### src/rtl/viewer_pkg.sv
package viewer_pkg;
    localparam int CW       = 11;
    localparam int AW       = 24;
    localparam int CMD_W    = 8;
    localparam int PRE_BITS = CMD_W + AW;
    localparam logic [CMD_W-1:0] RD_CMD = 8'h03;

    typedef struct packed {
        logic [CW-1:0] h;
        logic [CW-1:0] v;
    } scan_t;

    typedef struct packed {
        logic                cs_n;
        logic [PRE_BITS-1:0] sh;
        logic [AW-1:0]       nxt_addr;
        logic                miso_q;
    } fseq_t;

    typedef struct packed {
        logic       hs;
        logic       vs;
        logic [1:0] r;
        logic [1:0] g;
        logic [1:0] b;
    } vout_t;
endpackage

### src/rtl/vga_timing.sv
module vga_timing
    import viewer_pkg::*;
#(
    parameter int H_VIS_A = 640, parameter int H_FP_A = 16, parameter int H_SY_A = 96, parameter int H_BP_A = 48,
    parameter int V_VIS_A = 480, parameter int V_FP_A = 10, parameter int V_SY_A = 2,  parameter int V_BP_A = 33,
    parameter int H_VIS_B = 360, parameter int H_FP_B = 20, parameter int H_SY_B = 38, parameter int H_BP_B = 58,
    parameter int V_VIS_B = 900, parameter int V_FP_B = 1,  parameter int V_SY_B = 3,  parameter int V_BP_B = 28
) (
    input  logic          clk,
    input  logic          rst_n,
    input  logic          sel,
    output scan_t         pos,
    output logic [CW-1:0] hvis,
    output logic [CW-1:0] htot,
    output logic [CW-1:0] vvis,
    output logic [CW-1:0] vtot,
    output logic          hs_act,
    output logic          vs_act,
    output logic          frame_start
);
    localparam int HSB_A = H_VIS_A + H_FP_A;
    localparam int HSE_A = HSB_A + H_SY_A;
    localparam int HT_A  = HSE_A + H_BP_A;
    localparam int VSB_A = V_VIS_A + V_FP_A;
    localparam int VSE_A = VSB_A + V_SY_A;
    localparam int VT_A  = VSE_A + V_BP_A;
    localparam int HSB_B = H_VIS_B + H_FP_B;
    localparam int HSE_B = HSB_B + H_SY_B;
    localparam int HT_B  = HSE_B + H_BP_B;
    localparam int VSB_B = V_VIS_B + V_FP_B;
    localparam int VSE_B = VSB_B + V_SY_B;
    localparam int VT_B  = VSE_B + V_BP_B;

    logic [CW-1:0] hsb, hse, vsb, vse;
    scan_t cur_q, nxt_d;

    always_comb begin
        if (sel) begin
            hvis = CW'(H_VIS_B); htot = CW'(HT_B); hsb = CW'(HSB_B); hse = CW'(HSE_B);
            vvis = CW'(V_VIS_B); vtot = CW'(VT_B); vsb = CW'(VSB_B); vse = CW'(VSE_B);
        end else begin
            hvis = CW'(H_VIS_A); htot = CW'(HT_A); hsb = CW'(HSB_A); hse = CW'(HSE_A);
            vvis = CW'(V_VIS_A); vtot = CW'(VT_A); vsb = CW'(VSB_A); vse = CW'(VSE_A);
        end
    end

    always_comb begin
        nxt_d = cur_q;
        if (cur_q.h >= htot - 1'b1) begin
            nxt_d.h = '0;
            nxt_d.v = (cur_q.v >= vtot - 1'b1) ? '0 : cur_q.v + 1'b1;
        end else begin
            nxt_d.h = cur_q.h + 1'b1;
        end
    end

    always_ff @(posedge clk or negedge rst_n) begin
        if (!rst_n) cur_q <= '0;
        else        cur_q <= nxt_d;
    end

    assign pos         = cur_q;
    assign hs_act      = (cur_q.h >= hsb) && (cur_q.h < hse);
    assign vs_act      = (cur_q.v >= vsb) && (cur_q.v < vse);
    assign frame_start = (cur_q.h == '0) && (cur_q.v == vsb);

    AST_H_WRAP: assert property (@(posedge clk) disable iff (!rst_n)
        (cur_q.h == htot - 1'b1) |=> (cur_q.h == '0));
    AST_V_HOLD: assert property (@(posedge clk) disable iff (!rst_n)
        (cur_q.h < htot - 1'b1) |=> $stable(cur_q.v));
endmodule

### src/rtl/flash_seq.sv
module flash_seq
    import viewer_pkg::*;
(
    input  logic          clk,
    input  logic          rst_n,
    input  scan_t         pos,
    input  logic [CW-1:0] hvis,
    input  logic [CW-1:0] htot,
    input  logic [CW-1:0] vvis,
    input  logic [CW-1:0] vtot,
    input  logic [AW-1:0] bpl,
    input  logic          frame_start,
    input  logic          miso,
    output logic          cs_n,
    output logic          mosi,
    output logic          miso_q
);
    localparam int LEAD_DIR = PRE_BITS;
    localparam int LEAD_BUF = PRE_BITS + 1;

    fseq_t q, d;
    logic [CW-1:0] nv;
    logic          nv_vis, nv_dir, start;

    always_comb begin
        nv     = (pos.v >= vtot - 1'b1) ? '0 : pos.v + 1'b1;
        nv_vis = nv < vvis;
        nv_dir = nv[2];
        start  = nv_vis && (nv_dir ? (pos.h == htot - CW'(LEAD_DIR + 1))
                                   : (pos.h == htot - CW'(LEAD_BUF + 1)));
        d        = q;
        d.miso_q = miso;
        if (!q.cs_n) d.sh = q.sh << 1;
        if (!q.cs_n && (pos.h == hvis - 1'b1)) d.cs_n = 1'b1;
        if (start) begin
            d.cs_n     = 1'b0;
            d.sh       = {RD_CMD, q.nxt_addr};
            d.nxt_addr = q.nxt_addr + bpl;
        end
        if (frame_start) d.nxt_addr = '0;
    end

    always_ff @(posedge clk or negedge rst_n) begin
        if (!rst_n) begin
            q      <= '0;
            q.cs_n <= 1'b1;
        end else begin
            q <= d;
        end
    end

    assign cs_n   = q.cs_n;
    assign mosi   = q.sh[PRE_BITS-1];
    assign miso_q = q.miso_q;

    logic [CW:0] lo_q;
    always_ff @(posedge clk or negedge rst_n) begin
        if (!rst_n)      lo_q <= '0;
        else if (q.cs_n) lo_q <= '0;
        else             lo_q <= lo_q + 1'b1;
    end

    AST_CS_END: assert property (@(posedge clk) disable iff (!rst_n)
        (pos.h == hvis) |-> q.cs_n);
    AST_CMD_LEAD: assert property (@(posedge clk) disable iff (!rst_n)
        $fell(q.cs_n) |-> !mosi);
    AST_CS_SPAN: assert property (@(posedge clk) disable iff (!rst_n)
        !q.cs_n |-> (lo_q < {1'b0, hvis} + (CW+1)'(LEAD_BUF)));
endmodule

### src/rtl/pix_out.sv
module pix_out
    import viewer_pkg::*;
#(
    parameter bit HPOL_A = 1'b0, parameter bit VPOL_A = 1'b0,
    parameter bit HPOL_B = 1'b0, parameter bit VPOL_B = 1'b1
) (
    input  logic          clk,
    input  logic          sel,
    input  logic          reg_en,
    input  scan_t         pos,
    input  logic [CW-1:0] hvis,
    input  logic [CW-1:0] vvis,
    input  logic          hs_act,
    input  logic          vs_act,
    input  logic          miso,
    input  logic          miso_q,
    output vout_t         vo
);
    vout_t c_d, c_q;
    logic  hpol, vpol, vis, pix;

    always_comb begin
        hpol = sel ? HPOL_B : HPOL_A;
        vpol = sel ? VPOL_B : VPOL_A;
        vis  = (pos.h < hvis) && (pos.v < vvis);
        pix  = vis && (pos.v[2] ? miso : miso_q);
        c_d.hs = hpol ? hs_act : ~hs_act;
        c_d.vs = vpol ? vs_act : ~vs_act;
        c_d.r  = {2{pix}};
        c_d.g  = {2{pix}};
        c_d.b  = {2{pix}};
    end

    always_ff @(posedge clk) c_q <= c_d;

    assign vo = reg_en ? c_q : c_d;
endmodule

### src/rtl/flash_vga_viewer.sv
module flash_vga_viewer
    import viewer_pkg::*;
#(
    parameter int H_VIS_A = 640, parameter int H_FP_A = 16, parameter int H_SY_A = 96, parameter int H_BP_A = 48,
    parameter int V_VIS_A = 480, parameter int V_FP_A = 10, parameter int V_SY_A = 2,  parameter int V_BP_A = 33,
    parameter int H_VIS_B = 360, parameter int H_FP_B = 20, parameter int H_SY_B = 38, parameter int H_BP_B = 58,
    parameter int V_VIS_B = 900, parameter int V_FP_B = 1,  parameter int V_SY_B = 3,  parameter int V_BP_B = 28,
    parameter bit HPOL_A = 1'b0, parameter bit VPOL_A = 1'b0,
    parameter bit HPOL_B = 1'b0, parameter bit VPOL_B = 1'b1
) (
    input  logic       clk,
    input  logic       rst_n,
    input  logic       timing_sel,
    input  logic       out_reg_en,
    input  logic       spi_miso,
    output logic       spi_cs_n,
    output logic       spi_mosi,
    output logic       spi_sclk,
    output logic       spi_hold_n,
    output logic       spi_wp_n,
    output logic       spi_rst_n,
    output logic       hsync,
    output logic       vsync,
    output logic [1:0] red,
    output logic [1:0] green,
    output logic [1:0] blue
);
    localparam int BPL_A = H_VIS_A / 8;
    localparam int BPL_B = H_VIS_B / 8;

    scan_t         pos;
    logic [CW-1:0] hvis, htot, vvis, vtot;
    logic          hs_act, vs_act, frame_start, miso_q;
    logic [AW-1:0] bpl;
    vout_t         vo;

    assign bpl = timing_sel ? AW'(BPL_B) : AW'(BPL_A);

    vga_timing #(
        .H_VIS_A(H_VIS_A), .H_FP_A(H_FP_A), .H_SY_A(H_SY_A), .H_BP_A(H_BP_A),
        .V_VIS_A(V_VIS_A), .V_FP_A(V_FP_A), .V_SY_A(V_SY_A), .V_BP_A(V_BP_A),
        .H_VIS_B(H_VIS_B), .H_FP_B(H_FP_B), .H_SY_B(H_SY_B), .H_BP_B(H_BP_B),
        .V_VIS_B(V_VIS_B), .V_FP_B(V_FP_B), .V_SY_B(V_SY_B), .V_BP_B(V_BP_B)
    ) u_tim (
        .clk(clk), .rst_n(rst_n), .sel(timing_sel), .pos(pos),
        .hvis(hvis), .htot(htot), .vvis(vvis), .vtot(vtot),
        .hs_act(hs_act), .vs_act(vs_act), .frame_start(frame_start)
    );

    flash_seq u_seq (
        .clk(clk), .rst_n(rst_n), .pos(pos), .hvis(hvis), .htot(htot),
        .vvis(vvis), .vtot(vtot), .bpl(bpl), .frame_start(frame_start),
        .miso(spi_miso), .cs_n(spi_cs_n), .mosi(spi_mosi), .miso_q(miso_q)
    );

    pix_out #(
        .HPOL_A(HPOL_A), .VPOL_A(VPOL_A), .HPOL_B(HPOL_B), .VPOL_B(VPOL_B)
    ) u_pix (
        .clk(clk), .sel(timing_sel), .reg_en(out_reg_en), .pos(pos),
        .hvis(hvis), .vvis(vvis), .hs_act(hs_act), .vs_act(vs_act),
        .miso(spi_miso), .miso_q(miso_q), .vo(vo)
    );

    assign spi_sclk   = ~clk;
    assign spi_hold_n = 1'b1;
    assign spi_wp_n   = 1'b1;
    assign spi_rst_n  = 1'b1;
    assign hsync      = vo.hs;
    assign vsync      = vo.vs;
    assign red        = vo.r;
    assign green      = vo.g;
    assign blue       = vo.b;
endmodule

### config.mk
export PLATFORM = sky130hd
export DESIGN_NAME = flash_vga_viewer
export DESIGN_NICKNAME = d
export VERILOG_FILES = /design/src/rtl/viewer_pkg.sv /design/src/rtl/vga_timing.sv /design/src/rtl/flash_seq.sv /design/src/rtl/pix_out.sv /design/src/rtl/flash_vga_viewer.sv
export SDC_FILE = /design/constraint.sdc
export NUM_CORES = 1
export LEC_CHECK = 0
export CORE_MARGIN = 3
export CORE_UTILIZATION = 54
export DETAILED_ROUTE_END_ITERATION = 10
export PLACE_DENSITY = 0.76
export RECOVER_POWER = 25
export SLEW_MARGIN = 20
export SYNTH_ARGS = -nofsm -noshare
export SYNTH_HDL_FRONTEND = slang
export SYNTH_SLANG_ARGS = --single-unit
### constraint.sdc
create_clock -name clk -period 12 [get_ports clk]
set_input_delay 3 -clock clk [delete_from_list [all_inputs] [get_ports clk]]
set_output_delay 3 -clock clk [all_outputs]
set_load 0.02 [all_outputs]
## Yosys cells after proc, flatten, opt, wreduce, memory -nomap -nowiden

Index checks and enable logic that the tools add are counted.

| cells by class | value |
|---|---|
| reductions and logical operators | 11 |
| order comparisons | 9 |
| mux-type cells | 20 |
| equality and inequality tests | 5 |
| bitwise gates (word level) | 3 |
| $add $sub $neg | 8 |

Operators with widths:

| cell | count |
|---|---|
| $mux 10 | 7 |
| $mux 57 | 1 |
| $lt 11x10->1 | 5 |
| $eq 11x11->1 | 3 |
| $sub 10x1->11 const B | 3 |
| $mux 32 | 1 |
| $add 24x7->24 | 1 |
| $mux 24 | 1 |
| $add 11x1->11 const B | 2 |
| $ge 11x10->1 | 2 |
| $ge 11x11->1 | 2 |
| $mux 11 | 2 |
| $sub 10x6->11 const B | 2 |
| $eq 11x10->1 | 1 |
| $logic_not 11->1 | 1 |
| $mux 9 | 1 |
| $mux 8 | 1 |
| $logic_and 1x1->1 | 7 |
| $mux 7 | 1 |
| $mux 1 | 5 |
| $reduce_bool 2->1 | 2 |
| $not 1->1 | 3 |
| $ne 2x2->1 const B | 1 |
| $logic_not 1->1 | 1 |

| storage, ports and cells | value |
|---|---|
| input port bits | 5 |
| word-level logic and storage cells | 65 |
| flip-flop bits (word level) | 83 |
| output and inout port bits | 14 |

## Longest topological paths before layout

| depth | value |
|---|---|
| word-level depth | 8 |
| gate-level depth with buffers | 18 |

## By module

A second synthesis with hierarchy kept.

| second synthesis, totals | value |
|---|---|
| cell total of the unflattened synthesis | 908 |
| area total of the unflattened synthesis | 7933.9 um^2 |

Modules (own cells, without submodules):

| module | area each (um^2) | times used | cells each | seq. area each (um^2) |
|---|---|---|---|---|
| flash_seq | 5143.7 | 1 | 580 | 1452.6 |
| vga_timing | 2078.2 | 1 | 235 | 550.5 |
| pix_out | 674.4 | 1 | 86 | 60.1 |
| flash_vga_viewer | 37.5 | 1 | 7 | 0.0 |

==> impl_metrics.yaml <==
status:
  outcome: "finished with violations"
  violations: "capacitance limit, slew limit"
worst_setup_path:
  critical_path_peak_fanout: 22
  cp-end-kind: "output pin"
  worstPathArrival_ns: 7.08
  worstSetupStartpointType: "primary input"
  crit_type: "primary input to output pin"
  crit_required_ns: 9.00
clocking:
  post_cts_buffers: 0
  cts-root-buf: "clkbuf_8"
  clk_latency_ns: 0.36
  cts_tree: "built"
  hold_buffers: 0
  path_clk_slew_ns: 0.09
  numCtsBuffers: 9
  h-tree-depth: 3
  clk_path_buf_depth: 2
  cts_repair_resize_count: 0
yosys:
  yosysTopAreaCellShare_pct: 38.8
  synth_cell_type_count: 63
  netlist_area_um2: 5090
  synth_top_family_by_area: "simple AND/OR/NAND/NOR gates"
  synth-xor-area-share_pct: 3.27
  synth_cells: 537
  synth_top_area_cell: "dfrtp_1"
  synth_fa_ha_area_share_pct: 9.59
  ys_seq_area_share_pct: 40.5
  synthSimpleGateAreaFrac_pct: 18.0
  synth.area.top_cells: "dfrtp_1 (39%), ha_1 (9.6%), mux2i_1 (5.1%)"
  avgSynthCellArea_um2: 9.48
  synth-compound-area-share_pct: 15.9
  ys_warn_count: 0
  yosys_register_bits: 83
  asyncSetResetFlopFracSynth_pct: 96.4
  synthFlopType: "dfrtp_1"
  synth_edf_count: 0
  synthMuxAreaShare_pct: 7.77
floorplan:
  io-pin-count: 19
  core_region_area_um2: 8930
  die_x_um: 103
  start_util_pct: 57.0
  die_h_um: 103
  die-area_um2: 10600
  rows: 34
finish:
  nets: 573
  insertedDiodeCount: 0
  drive_gt1_share_pct: 6.38
  nFillCells: 799
  syn2layout_area_growth_pct: 5.48
pwr:
  power_density_nw_per_um2: 94.5
  ir_drop_mv: 0.0582
  p_leak_nw: 2.44
run:
  cap_violations: 1
route:
  drcViolationCount: 0
  viasPerCell: 6.10
  avgRoutedWirePerCell_um: 15.9
  wl_um: 10200
  drtAntennaViolNets: 0
  first_pass_iters: 4
  drt_iter0_drc: 136
  vias: 3907
global_route:
  grt_pass1_wl_um: 17300
  groute.usage.overall_pct: 20.4
  grt-ovfl-total: 0
  grt_pass1_vias: 3686
  grt_max_degree: 104
  antenna_found_initial: 0
sta:
  rsz0062_at_grt: "false"
  setup_violations: 0
  finalCriticalPeriod_ns: 10.08
  hold_viol: 0
  maxSlewViolCount: 81
  fin_crit_sh_pct: 84.0
  skew_ns: 0.0137
  tightest_slew_ns: 4.13
  hold_ws_ns: 0.505
  fin_tns_setup_ns: 0
  fmax_mhz: 99.3
  slew_headroom_pct: -175
hold_path:
  hp-class: "flip-flop to flip-flop"
placement:
  gp_congestion: 0.860
  dp_hpwl_um: 6880
  portBuffers: 15
-- state kept, by name, indices dropped and copies added, names as in the netlist --
name and count:
u_seq.mosi 1, u_seq.cs_n 1, u_tim.pos 22, u_seq.q 55
u_pix.c_q 3, u_seq.miso_q 1
-- per-stage QoR --
stage                     setup slack (ns)  std cells  power (mW)  utilization (%)  instance area, µm²
final                                 1.92        641       0.507             60.1                5370
after floorplan                       2.87        539       0.312                -                5100
after global routing                  1.63        641       0.531             60.1                5370
after CTS                             1.95        641       0.513             60.1                5370
after detailed placement              2.00        626       0.330             58.2                5200
after global placement                2.16        626       0.329             58.2                5200
-- worst max-delay path, cell delays in order --
cell and delay, ns:
clkdlybuf4s50_1 1.10, inv_1 0.58, ha_1 0.46, nand4b_1 0.12, nor4b_1 0.44, o311ai_0 0.31
xnor2_1 0.26, mux2_2 0.19, clkdlybuf4s50_1 0.59
-- path summary, 6_finish.rpt --
path	from	end	slack (ns)	cells after the start
worst max register to register	u_tim.pos[2]	u_seq.q[10]	7.29	14
worst min-delay path	u_seq.q[49]	u_seq.q[49]	0.51	2
worst max-delay path	timing_sel	vsync	1.92	9
min in group asynchronous	rst_n	u_seq.mosi	4.07	1
max in group asynchronous	rst_n	u_seq.q[39]	5.61	1
worst min register to register	u_seq.q[49]	u_seq.q[49]	0.51	2
-- layer usage --
layer  up-vias  track usage (%)  part of all wire (%)  wire [µm]
met5         -                0                     0          0
met3        18             4.60                   4.0        402
met2        74             33.9                    49       5010
met4         0             6.67                   1.8        179
met1      1892             26.5                    45       4580
li1       1923                -                     -          -
-- power breakdown --
part           internal, mW  switching (mW)  leakage, nW  total [mW]
logic                0.0114          0.0186         1.23      0.0300
registers             0.280         0.00138         1.12       0.281
clock network        0.0823           0.114       0.0880       0.196
-- kinds of logic (layout without fill, tap and decap cells) --
family                     after synthesis  count (layout)
and+or+nand+nor                        175             175
AOI/OAI and AO/OA                      128             128
DFF                                     83              83
buffers and inverters                   54              48
adders and majority gates               39              39
muxes                                   38              38
xor gates and xnor gates                19              19
other                                    1               3
-- cells in the final DEF, fill, tap and decap left out, types with 3 or more instances in the layout --
master           instances
nor4_1                   8
dfxtp_1                  3
nor2_1                  57
inv_1                   17
xnor2_1                 10
a22o_1                   5
nand3_1                 18
clkinvlp_4               3
mux2_2                  12
or3_1                    4
conb_1                   3
nand2_1                 25
o211ai_1                 3
o21a_1                   4
o21ai_0                 21
and2_1                   8
nand2b_1                 4
a21oi_1                 49
clkbuf_8                 9
and3_1                   4
dfrtp_1                 79
a21o_1                  10
inv_6                    3
nand4_1                 10
nor3_1                   6
a31oi_1                  4
mux2i_1                 26
ha_1                    39
nor2b_1                  5
xor2_1                   9
clkdlybuf4s50_1         13
o31ai_1                 12
o311ai_0                 3
or4_1                   11
-- cell type report --
cell class	instances	area (µm²)	share of cell area, %
flip-flops and latches	83	2060	38.4
inverters	16	60.1	1.12
clock inverters	7	52.6	0.979
repair buffers	15	141	2.63
well taps	108	135	2.52
clock buffers	10	134	2.49
multi-input cells	402	2780	51.8
-- synthesized netlist by cell type (3+ instances only) --
| library cell | count |
|---|---|
| and2_1 | 8 |
| nand3_1 | 18 |
| nor2_1 | 57 |
| dfxtp_1 | 3 |
| buf_2 | 8 |
| xor2_1 | 9 |
| o31ai_1 | 12 |
| a22o_1 | 5 |
| and3_1 | 4 |
| a21o_1 | 10 |
| nor2b_1 | 5 |
| nand4_1 | 10 |
| mux2i_1 | 26 |
| a31oi_1 | 4 |
| buf_4 | 8 |
| clkbuf_1 | 17 |
| nor4_1 | 8 |
| nand2b_1 | 4 |
| mux2_2 | 12 |
| nor3_1 | 6 |
| ha_1 | 39 |
| or3_1 | 4 |
| o311ai_0 | 3 |
| o21ai_0 | 21 |
| a21oi_1 | 49 |
| xnor2_1 | 10 |
| nand2_1 | 25 |
| o21a_1 | 4 |
| or4_1 | 11 |
| inv_1 | 17 |
| dfrtp_1 | 79 |
| o211ai_1 | 3 |
No activity file was read; power rests on OpenSTA's default activity.
